<file path="config.mk">
export PLATFORM = sky130hd
export DESIGN_NAME = irq_cop
export DESIGN_NICKNAME = d
export VERILOG_FILES = /design/src/rtl/cop_pkg.sv /design/src/rtl/cop_status.sv /design/src/rtl/cop_epc.sv /design/src/rtl/cop_readmux.sv /design/src/rtl/irq_cop.sv
export SDC_FILE = /design/constraint.sdc
export NUM_CORES = 1
export LEC_CHECK = 0
export BUFFER_PORTS_ARGS = -buffer_cell sky130_fd_sc_hd__buf_2
export CAP_MARGIN = 10
export CORE_MARGIN = 2
export CORE_UTILIZATION = 35
export CTS_BUF_LIST = sky130_fd_sc_hd__clkbuf_4 sky130_fd_sc_hd__clkbuf_8
export DETAILED_ROUTE_END_ITERATION = 10
export GPL_TIMING_DRIVEN = 0
export PLACE_DENSITY = 0.74
export SLEW_MARGIN = 20
export SYNTH_ARGS = -nofsm -noshare
export SYNTH_HDL_FRONTEND = slang
export SYNTH_HIERARCHICAL = 1
export SYNTH_SLANG_ARGS = --single-unit
</file>
<file path="constraint.sdc">
create_clock -name clk -period 2.2 [get_ports clk]
set_clock_uncertainty 0.1 [all_clocks]
set_input_delay 0.22 -clock clk [delete_from_list [all_inputs] [get_ports clk]]
set_output_delay 0.22 -clock clk [all_outputs]
set_load 0.05 [all_outputs]
</file>
<file path="src/rtl/cop_pkg.sv">
// Package: shared constants and the status field type for the interrupt
// control coprocessor. Assumes a 32-bit word and a 5-bit register number.
package cop_pkg;
    localparam int DATA_W     = 32;
    localparam int REGNUM_W   = 5;
    localparam int REG_STATUS = 12;
    localparam int REG_CAUSE  = 13;
    localparam int REG_EPC    = 14;
    localparam int MASK_LO    = 8;
    localparam int MASK_HI    = 15;
    localparam int MASK_W     = MASK_HI - MASK_LO + 1;
    localparam int LINE_TIMER = 15;
    localparam int TIMER_MIDX = LINE_TIMER - MASK_LO;
    localparam int BIT_IE     = 0;
    localparam int BIT_EXL    = 1;
    localparam int EPC_LSB    = 2;
    localparam int EPC_W      = DATA_W - EPC_LSB;

    typedef struct packed {
        logic [MASK_W-1:0] mask;
        logic              ie;
        logic              exl;
    } stat_t;
endpackage

</file>
<file path="src/rtl/cop_status.sv">
// Module: status storage. Keeps the software-writable fields (mask, global
// enable) in one register and the hardware-only exception level in a
// separate flop. Assumes wr_en_i is already decoded for the status number.
module cop_status
    import cop_pkg::*;
(
    input  logic              clk,
    input  logic              rst_n,
    input  logic              wr_en_i,
    input  logic [MASK_W-1:0] wr_mask_i,
    input  logic              wr_ie_i,
    input  logic              take_i,
    input  logic              eret_i,
    output stat_t             stat_o
);
    logic [MASK_W-1:0] mask_q;
    logic              ie_q;
    logic              exl_q;

    // Software-writable fields: load on a decoded status write.
    always_ff @(posedge clk) begin
        if (!rst_n) begin
            mask_q <= '0;
            ie_q   <= 1'b0;
        end else if (wr_en_i) begin
            mask_q <= wr_mask_i;
            ie_q   <= wr_ie_i;
        end
    end

    // Exception level: set by a taken interrupt, cleared by return (which wins).
    always_ff @(posedge clk) begin
        if (!rst_n)
            exl_q <= 1'b0;
        else if (eret_i)
            exl_q <= 1'b0;
        else if (take_i)
            exl_q <= 1'b1;
    end

    assign stat_o = '{mask: mask_q, ie: ie_q, exl: exl_q};

    AST_EXL_SET: assert property (@(posedge clk) disable iff (!rst_n)
        (take_i && !eret_i) |=> exl_q);
    AST_EXL_CLEAR: assert property (@(posedge clk) disable iff (!rst_n)
        eret_i |=> !exl_q);
    AST_USER_HOLD: assert property (@(posedge clk) disable iff (!rst_n)
        !wr_en_i |=> ($stable(mask_q) && $stable(ie_q)));
endmodule

</file>
<file path="src/rtl/cop_epc.sv">
// Module: return-address register. Stores only the word-aligned upper bits.
// Loads next_pc on a taken interrupt, otherwise write data on a software
// write. Assumes sw_we_i is already decoded for the return-address number.
module cop_epc
    import cop_pkg::*;
(
    input  logic              clk,
    input  logic              rst_n,
    input  logic              sw_we_i,
    input  logic              take_i,
    input  logic [DATA_W-1:0] wdata_i,
    input  logic [DATA_W-1:0] next_pc_i,
    output logic [DATA_W-1:0] epc_o
);
    logic [EPC_W-1:0] epc_q;
    logic [EPC_W-1:0] epc_d;
    logic             epc_en;
    logic             unused_low;

    // Source select: the hardware load wins over a software write.
    always_comb begin
        epc_en = sw_we_i | take_i;
        epc_d  = take_i ? next_pc_i[DATA_W-1:EPC_LSB] : wdata_i[DATA_W-1:EPC_LSB];
    end

    // Storage of the upper address bits.
    always_ff @(posedge clk) begin
        if (!rst_n)
            epc_q <= '0;
        else if (epc_en)
            epc_q <= epc_d;
    end

    assign unused_low = ^{next_pc_i[EPC_LSB-1:0], wdata_i[EPC_LSB-1:0]};
    assign epc_o      = {epc_q, {EPC_LSB{1'b0}}};

    AST_EPC_HW_LOAD: assert property (@(posedge clk) disable iff (!rst_n)
        take_i |=> (epc_q == $past(next_pc_i[DATA_W-1:EPC_LSB])));
    AST_EPC_SW_LOAD: assert property (@(posedge clk) disable iff (!rst_n)
        (sw_we_i && !take_i) |=> (epc_q == $past(wdata_i[DATA_W-1:EPC_LSB])));
    AST_EPC_HOLD: assert property (@(posedge clk) disable iff (!rst_n)
        (!sw_we_i && !take_i) |=> $stable(epc_q));
endmodule

</file>
<file path="src/rtl/cop_readmux.sv">
// Module: read path. Builds the status and cause words from their fields
// and selects one by register number. Purely combinational; unmapped
// numbers return zero.
module cop_readmux
    import cop_pkg::*;
(
    input  logic [REGNUM_W-1:0] reg_sel_i,
    input  stat_t               stat_i,
    input  logic                timer_req_i,
    input  logic [DATA_W-1:0]   epc_i,
    output logic [DATA_W-1:0]   rdata_o
);
    logic [DATA_W-1:0] status_word;
    logic [DATA_W-1:0] cause_word;

    // Word assembly: one generated slice per bit position.
    for (genvar b = 0; b < DATA_W; b++) begin : g_bits
        if (b >= MASK_LO && b <= MASK_HI) begin : g_mask
            assign status_word[b] = stat_i.mask[b-MASK_LO];
        end else if (b == BIT_IE) begin : g_ie
            assign status_word[b] = stat_i.ie;
        end else if (b == BIT_EXL) begin : g_exl
            assign status_word[b] = stat_i.exl;
        end else begin : g_zero
            assign status_word[b] = 1'b0;
        end
        if (b == LINE_TIMER) begin : g_line
            assign cause_word[b] = timer_req_i;
        end else begin : g_nline
            assign cause_word[b] = 1'b0;
        end
    end

    // Register select.
    always_comb begin
        case (int'(reg_sel_i))
            REG_STATUS: rdata_o = status_word;
            REG_CAUSE:  rdata_o = cause_word;
            REG_EPC:    rdata_o = epc_i;
            default:    rdata_o = '0;
        endcase
    end
endmodule

</file>
<file path="src/rtl/irq_cop.sv">
// Module: interrupt control coprocessor top. Decodes software writes,
// forms the taken-interrupt decision and connects status storage, the
// return-address register and the read path. Assumes the strobes are
// single-cycle and the reset is synchronous, active low.
module irq_cop
    import cop_pkg::*;
(
    input  logic                clk,
    input  logic                rst_n,
    input  logic [REGNUM_W-1:0] reg_sel,
    input  logic [DATA_W-1:0]   wdata,
    input  logic                mtc_we,
    input  logic                eret,
    input  logic [DATA_W-1:0]   next_pc,
    input  logic                timer_req,
    output logic [DATA_W-1:0]   rdata,
    output logic [DATA_W-1:0]   ret_addr,
    output logic                irq_taken
);
    stat_t stat;
    logic  wr_status;
    logic  wr_epc;
    logic  take;

    // Write decode: only the status and return-address numbers are writable.
    always_comb begin
        wr_status = mtc_we && (int'(reg_sel) == REG_STATUS);
        wr_epc    = mtc_we && (int'(reg_sel) == REG_EPC);
    end

    // Taken decision: request, its mask bit, global enable, not nested.
    always_comb begin
        take = timer_req && stat.mask[TIMER_MIDX] && stat.ie && !stat.exl;
    end

    cop_status u_status (
        .clk       (clk),
        .rst_n     (rst_n),
        .wr_en_i   (wr_status),
        .wr_mask_i (wdata[MASK_HI:MASK_LO]),
        .wr_ie_i   (wdata[BIT_IE]),
        .take_i    (take),
        .eret_i    (eret),
        .stat_o    (stat)
    );

    cop_epc u_epc (
        .clk       (clk),
        .rst_n     (rst_n),
        .sw_we_i   (wr_epc),
        .take_i    (take),
        .wdata_i   (wdata),
        .next_pc_i (next_pc),
        .epc_o     (ret_addr)
    );

    cop_readmux u_rd (
        .reg_sel_i   (reg_sel),
        .stat_i      (stat),
        .timer_req_i (timer_req),
        .epc_i       (ret_addr),
        .rdata_o     (rdata)
    );

    assign irq_taken = take;

    AST_NO_BACK_TO_BACK: assert property (@(posedge clk) disable iff (!rst_n)
        irq_taken |=> (!irq_taken || $past(eret)));
    AST_TAKE_NEEDS_REQ: assert property (@(posedge clk) disable iff (!rst_n)
        irq_taken |-> timer_req);
    AST_UNMAPPED_ZERO: assert property (@(posedge clk) disable iff (!rst_n)
        (int'(reg_sel) < REG_STATUS || int'(reg_sel) > REG_EPC) |-> (rdata == '0));
    AST_CAUSE_LIVE: assert property (@(posedge clk) disable iff (!rst_n)
        (int'(reg_sel) == REG_CAUSE) |-> (rdata == (DATA_W'(timer_req) << LINE_TIMER)));
    AST_RET_ALIGNED: assert property (@(posedge clk) disable iff (!rst_n)
        ret_addr[EPC_LSB-1:0] == '0);
endmodule

</file>
==> results by group, run 1 <==
Worst hold path
  – Worst Hold Class: in2reg
  – Hold path endpoint: u_status/ie_q
  – Worst Hold Depth: 3
  – Hold_sp: wdata[0]

Detailed routing
  – Remaining antenna violation count: 0
  – DRT Pass-1 Iters: 4
  – DR vias/cell: 4.64
  – WL per Instance: 14.4 um
  – Iter 0 DRT Violations: 73
  – Via count: 2,143
  – Routed wire length: 6.64 mm
  – Residual DRC: 0

Run status
  – Status: finished, final reports clean

Global routing
  – Global-route wire length before repair: between 10 and 15 mm
  – GRT Util Overall: 0.170
  – Largest net degree at the start of global routing: 14
  – Initial antenna violation count: 0
  – Vias in the first global route: 2,099
  – Grt ovf: 0

Logic synthesis
  – Warnings, synthesis: 6
  – Seq/Total Area, Yosys: 0.326
  – Post-synth EDFFs: 0
  – Top_reg_cell synth: dfxtp_1
  – Mean Syn Cell Area: ~11 um^2
  – Leading area contributor after synthesis: dfxtp_1
  – Post-Syn Area: 0.00246 mm^2
  – Post-synth top cells: dfxtp_1, mux2_4, o211a_1
  – Ranking of synthesized cells by area: dfxtp_1, mux2_4, o211a_1, mux2i_1, and2_1
  – Top-count cell post-synth: dfxtp_1
  – FF+latch count, synth: 40
  – Synth cell types: 23
  – Area fraction of the dominant cell type after synthesis: 0.326
  – Cells after synthesis: 223
  – Post-synth ARST share: 0

Layout
  – Sequential Area: 801 um^2
  – Area Growth Syn to Fin: 36.7%
  – Area of the multi-input gates: 0.00152 mm^2
  – Proportion of layout cells with a drive suffix above 1: 0.525
  – Fill cells: 630
  – Non-filler cells, final: approximately 460
  – Final nets: ~440
  – Antenna cell count: 0

Critical path
  – Crit path kind: reg2reg
  – Worst Setup End Kind: register
  – Critical Path AT: 2.00 ns
  – Worst-case reg-to-reg path depth: 5
  – Worst path required time: 2.28 ns
  – CP Max Fanout: 10
  – R2R Path End: u_epc/epc_q[1]
  – Reg2Reg Setup Slack: 0.28 ns
  – Worst reg2reg startpoint: u_status/exl_q
  – CP Launch Type: register

Clocking
  – CTS sink cnt: 40
  – # hold bufs at CTS: 1
  – Post-CTS Setup Inserts: 0
  – Root Buffer: clkbuf_8
  – Reg clk slew, reported paths: 0.08 ns
  – Worst skew pair latency: 0.28 ns
  – CTS tree: done
  – CTS buffer count: 5
  – # resized after CTS: 0
  – H-tree levels: 2
  – Deepest clock path buffer count: 2

Floorplanning
  – Core Area: 0.00679 mm^2
  – Std cell rows: 30
  – Die height: between 80 and 90 um
  – Initial core utilization: 0.362
  – Die W: 87.8 um
  – DIE AREA: 0.00770 mm^2
  – Ports: roughly 140

Placement
  – Post-DP HPWL: around 5 mm
  – Placed Cells: 453
  – GPL Wtd Cong: 0.706
  – # port buffers: roughly 130

STA
  – Final Cycle Share: 0.874
  – Fin. max-slew vios: 0
  – RSZ-0062 raised after global routing: no
  – Endpoints failing setup: 0
  – Fin Setup TNS: 0 ns
  – Fin crit period: 1.92 ns
  – Max Clk Rate: about 520 MHz
  – Final Hold Vio Count: 0

Run
  – Max_cap viols: 0

Power and ir drop
  – Power Density: 428 mW/mm^2
  – Leak pwr: about 0.002 uW
  – Worst VDD drop: 197 uV
[per-stage QoR]
step	utilization	power (uW)	hold WS [ns]	instance area [um^2]	setup WS, ns
3_5_place_dp	0.478	922	0.301	3250	0.261
5_1_grt	0.494	1500	0.124	3360	0.168
3_3_place_gp	0.478	919	0.292	3250	0.294
4_1_cts	0.494	1460	0.0851	3360	0.260
2_1_floorplan	-	834	0.196	2460	0.313
6_report	0.494	1440	0.0911	3360	0.277
[how the worst max path moves through the flow]
stage                         from              to  slack [ns]  cells after the start
finish              u_status/exl_q  u_epc/epc_q[1]        0.28                      5
global route        u_status/exl_q  u_epc/epc_q[0]        0.17                      5
CTS                 u_status/exl_q  u_epc/epc_q[1]        0.26                      5
detailed placement  u_status/exl_q  u_epc/epc_q[1]        0.26                      5
global placement    u_status/exl_q  u_epc/epc_q[8]        0.29                      5
floorplan           u_status/exl_q  u_epc/epc_q[0]        0.31                      5
[critical path: stages (launching register included)]
cell	delay (ns)
dfxtp_1	0.32
buf_4	0.13
and4b_1	0.45
clkbuf_1	0.41
or2b_1	0.28
o211a_1	0.13
[layout by cell type, fill, tap and decap left out]
| cell type | instances |
|---|---|
| a211oi_1 | 1 |
| a211oi_2 | 1 |
| and2_1 | 22 |
| and4b_1 | 1 |
| buf_2 | 138 |
| buf_4 | 5 |
| buf_6 | 6 |
| clkbuf_1 | 5 |
| clkbuf_4 | 2 |
| clkbuf_8 | 6 |
| conb_1 | 2 |
| dfxtp_1 | 40 |
| dlygate4sd3_1 | 1 |
| mux2_4 | 30 |
| mux2i_1 | 18 |
| nand2b_1 | 14 |
| nand3b_4 | 1 |
| nand4b_4 | 1 |
| nor2_1 | 10 |
| nor2b_1 | 10 |
| nor3_1 | 1 |
| nor3b_1 | 1 |
| nor3b_2 | 1 |
| nor3b_4 | 1 |
| o211a_1 | 30 |
| or2_1 | 1 |
| or2b_1 | 17 |
[routing by layer]
layer  wire, um  up-vias  part of all wire  GRT usage
li1           -     1056                 -          -
met1       2970     1008              0.45      0.209
met2       3290       74              0.49      0.310
met3        351        5             0.053     0.0330
met4         35        0            0.0053     0.0336
met5          0        -                 0          0
[state kept, by name, indices dropped and copies added, names as in the netlist]
| name | count |
|---|---|
| u_epc/epc_q | 30 |
| u_status/exl_q | 1 |
| u_status/mask_q | 8 |
| u_status/ie_q | 1 |
[where the power goes]
group	switching (uW)	total (uW)	internal, uW
Clock	253	534	281
Combinational	84.1	172	87.8
Sequential	3.46	732	729
[kinds of logic (layout without fill, tap and decap cells)]
family	Yosys count	count (layout)	share of synthesized area
and+or+nand+nor	81	81	0.227
muxes	48	48	0.257
DFF	40	40	0.326
AOI/OAI and AO/OA	32	32	0.128
buffers and inverters	21	163	0.0606
other	1	2	0.00153
[layout make-up]
cell class | count | share of cell area
buffer | 21 | 0.0443
timing repair buffer | 134 | 0.201
multi-input combinational | 163 | 0.451
sequential | 40 | 0.238
tap | 96 | 0.0358
clock buffer | 8 | 0.0291
Power figures use the tool's default switching activity.
==> run 2: changes to the inputs <==
==> constraint.sdc (replaced) <==
create_clock -name clk -period 2.2 [get_ports clk]
set_clock_uncertainty 0.1 [all_clocks]
set_input_delay 0.44 -clock clk [delete_from_list [all_inputs] [get_ports clk]]
set_output_delay 0.44 -clock clk [all_outputs]
set_load 0.05 [all_outputs]
==> run 2 against run 1 <==
Effect of this change: worst setup slack worse by 0.23 ns; non-clock buffer count is 3 higher; combinational power hardly changed; largest cell class unchanged; critical path type is now in2out; critical path depth is 2 higher; power hardly changed.
==> results by group, run 2 (same netlist as run 1, synthesis figures left out) <==
Detailed routing
  – DR vias/cell: 4.65
  – Via count: 2,168
  – Routed wire length: approximately 6.8 mm
  – Residual DRC: 0
  – DRT Pass-1 Iters: 4
  – Remaining antenna violation count: 0
  – WL per Instance: 14.5 um
  – Iter 0 DRT Violations: between 60 and 70

Floorplanning
  – Ports: 139
  – Die W: a little under 90 um
  – Initial core utilization: 0.362
  – DIE AREA: 0.00770 mm^2
  – Std cell rows: 30
  – Die height: 87.8 um
  – Core Area: 0.00679 mm^2

STA
  – Fin Setup TNS: 0 ns
  – Max Clk Rate: 464 MHz
  – Setup slack after layout: 0.0429 ns
  – Hold slack: 0.214 ns
  – Final Hold Vio Count: 0
  – Final Cycle Share: 0.981
  – Fin. max-slew vios: 0
  – Endpoints failing setup: 0
  – Fin crit period: 2.16 ns

Critical path
  – CP Launch Type: input port
  – Crit path kind: in2out
  – CP Max Fanout: 6
  – Reg2Reg Setup Slack: 0.28 ns
  – Critical Path AT: roughly 1.6 ns
  – Worst reg2reg startpoint: u_status/exl_q
  – R2R Path End: u_epc/epc_q[1]
  – Worst path required time: 1.66 ns
  – Worst Setup End Kind: output pin
  – Worst-case reg-to-reg path depth: 5

Clocking
  – Root Buffer: clkbuf_8
  – Deepest clock path buffer count: 2
  – CTS tree: done
  – CTS sink cnt: 40
  – H-tree levels: 2
  – Worst skew pair latency: 0.28 ns
  – CTS buffer count: 5
  – Reg clk slew, reported paths: 0.08 ns
  – # hold bufs at CTS: 0

Placement
  – Placed Cells: 453
  – Post-DP HPWL: 4.96 mm
  – Pre-CTS WS: -0.0309 ns
  – DP Area: approximately 0.0033 mm^2
  – GPL Wtd Cong: 0.706
  – # port buffers: 133

Worst hold path
  – Hold_sp: eret
  – Worst Hold Depth: 2
  – Worst Hold Class: in2reg
  – Hold path endpoint: u_status/exl_q

Layout
  – Commonest non-fill, non-tap cells in the layout: buf_2, dfxtp_1, mux2_4, o211a_1, and2_1
  – Proportion of layout cells with a drive suffix above 1: 0.531
  – Max reg flops: 30
  – Finished layout cell area: 0.00340 mm^2
  – Most common cell after layout, fill and taps aside: buf_2
  – Final nets: 442
  – Area Growth Syn to Fin: 38.5%
  – Most flops, register: u_epc/epc_q
  – Largest regs: u_epc/epc_q x30, u_status/mask_q x8
  – Non-filler cells, final: 466

Global routing
  – Grt ovf: 0
  – Largest net degree at the start of global routing: 14
  – GRT Util Overall: 0.171
  – Vias in the first global route: 2,108
  – Initial antenna violation count: 0
  – Global-route wire length before repair: 10.2 mm

Run
  – Max_cap viols: 0

Run status
  – Status: finished, final reports clean

Power and ir drop
  – Leak pwr: 0.00200 uW
  – Worst VDD drop: 197 uV
  – Power Density: around 420 mW/mm^2
==> run 2: cell types whose count changed in the layout (fill, tap and decap cells not counted), sizes merged <==
cell,before,now
buf,149,146
clkbuf,13,20
diode,0,1
dlygate4sd3,1,0
==> run 2: layer usage <==
layer / track usage / share of wire / vias up
li1: - / - / 1064
met3: 0.0330 / 0.053 / 5
met4: 0.0336 / 0.0052 / 0
met5: 0 / 0 / -
met1: 0.211 / 0.45 / 1025
met2: 0.311 / 0.49 / 74
==> run 2: worst max-delay path, stage by stage <==
cell and delay, ns:
buf_2 0.11, nand3b_4 0.17, nor3b_4 0.23, buf_4 0.17, buf_6 0.13, and2_1 0.12, buf_2 0.25
==> run 2: cell type report <==
type	instances	area (um^2)
diodes	1	2.50
repair buffers	137	717
multi-input cells	163	1520
clock buffers	8	97.6
flip-flops and latches	40	801
plain buffers	21	149
well taps	96	120
fillers	627	3390
==> run 2: repair_timing <==
| item | 4_1_cts | 5_1_grt |
|---|---|---|
| endpoints found under the hold margin | 0 | 0 |
| pin swaps | 1 | 1 |
| buffers inserted | 1 | 2 |
| gates cloned | 0 | 1 |
| setup endpoints to repair | 20 | 14 |
| resized for setup | 0 | 10 |
==> run 2: worst max-delay path by stage <==
| stage | startpoint | end | cells past startpoint |
|---|---|---|---|
| after global routing | reg_sel[4] | rdata[17] | 7 |
| after floorplan | reg_sel[4] | rdata[0] | 4 |
| final | reg_sel[4] | rdata[21] | 7 |
| after CTS | reg_sel[4] | rdata[7] | 6 |
| after global placement | reg_sel[4] | rdata[4] | 6 |
| after detailed placement | reg_sel[4] | rdata[7] | 6 |
==> run 2: power breakdown <==
part | internal (uW) | leakage (uW) | switching [uW] | total, uW
Combinational | 88.3 | 0.00163 | 84.9 | 173
Sequential | 728 | 0.000322 | 3.48 | 732
Clock | 281 | 0.0000523 | 253 | 534
Total | 1100 | 0.00200 | 341 | 1440
==> run 2: per-stage QoR <==
stage | utilization | power [uW]
after global placement | 0.478 | 919
final | 0.501 | 1440
after detailed placement | 0.478 | 922
after global routing | 0.500 | 1500
after floorplan | - | 834
after CTS | 0.494 | 1460
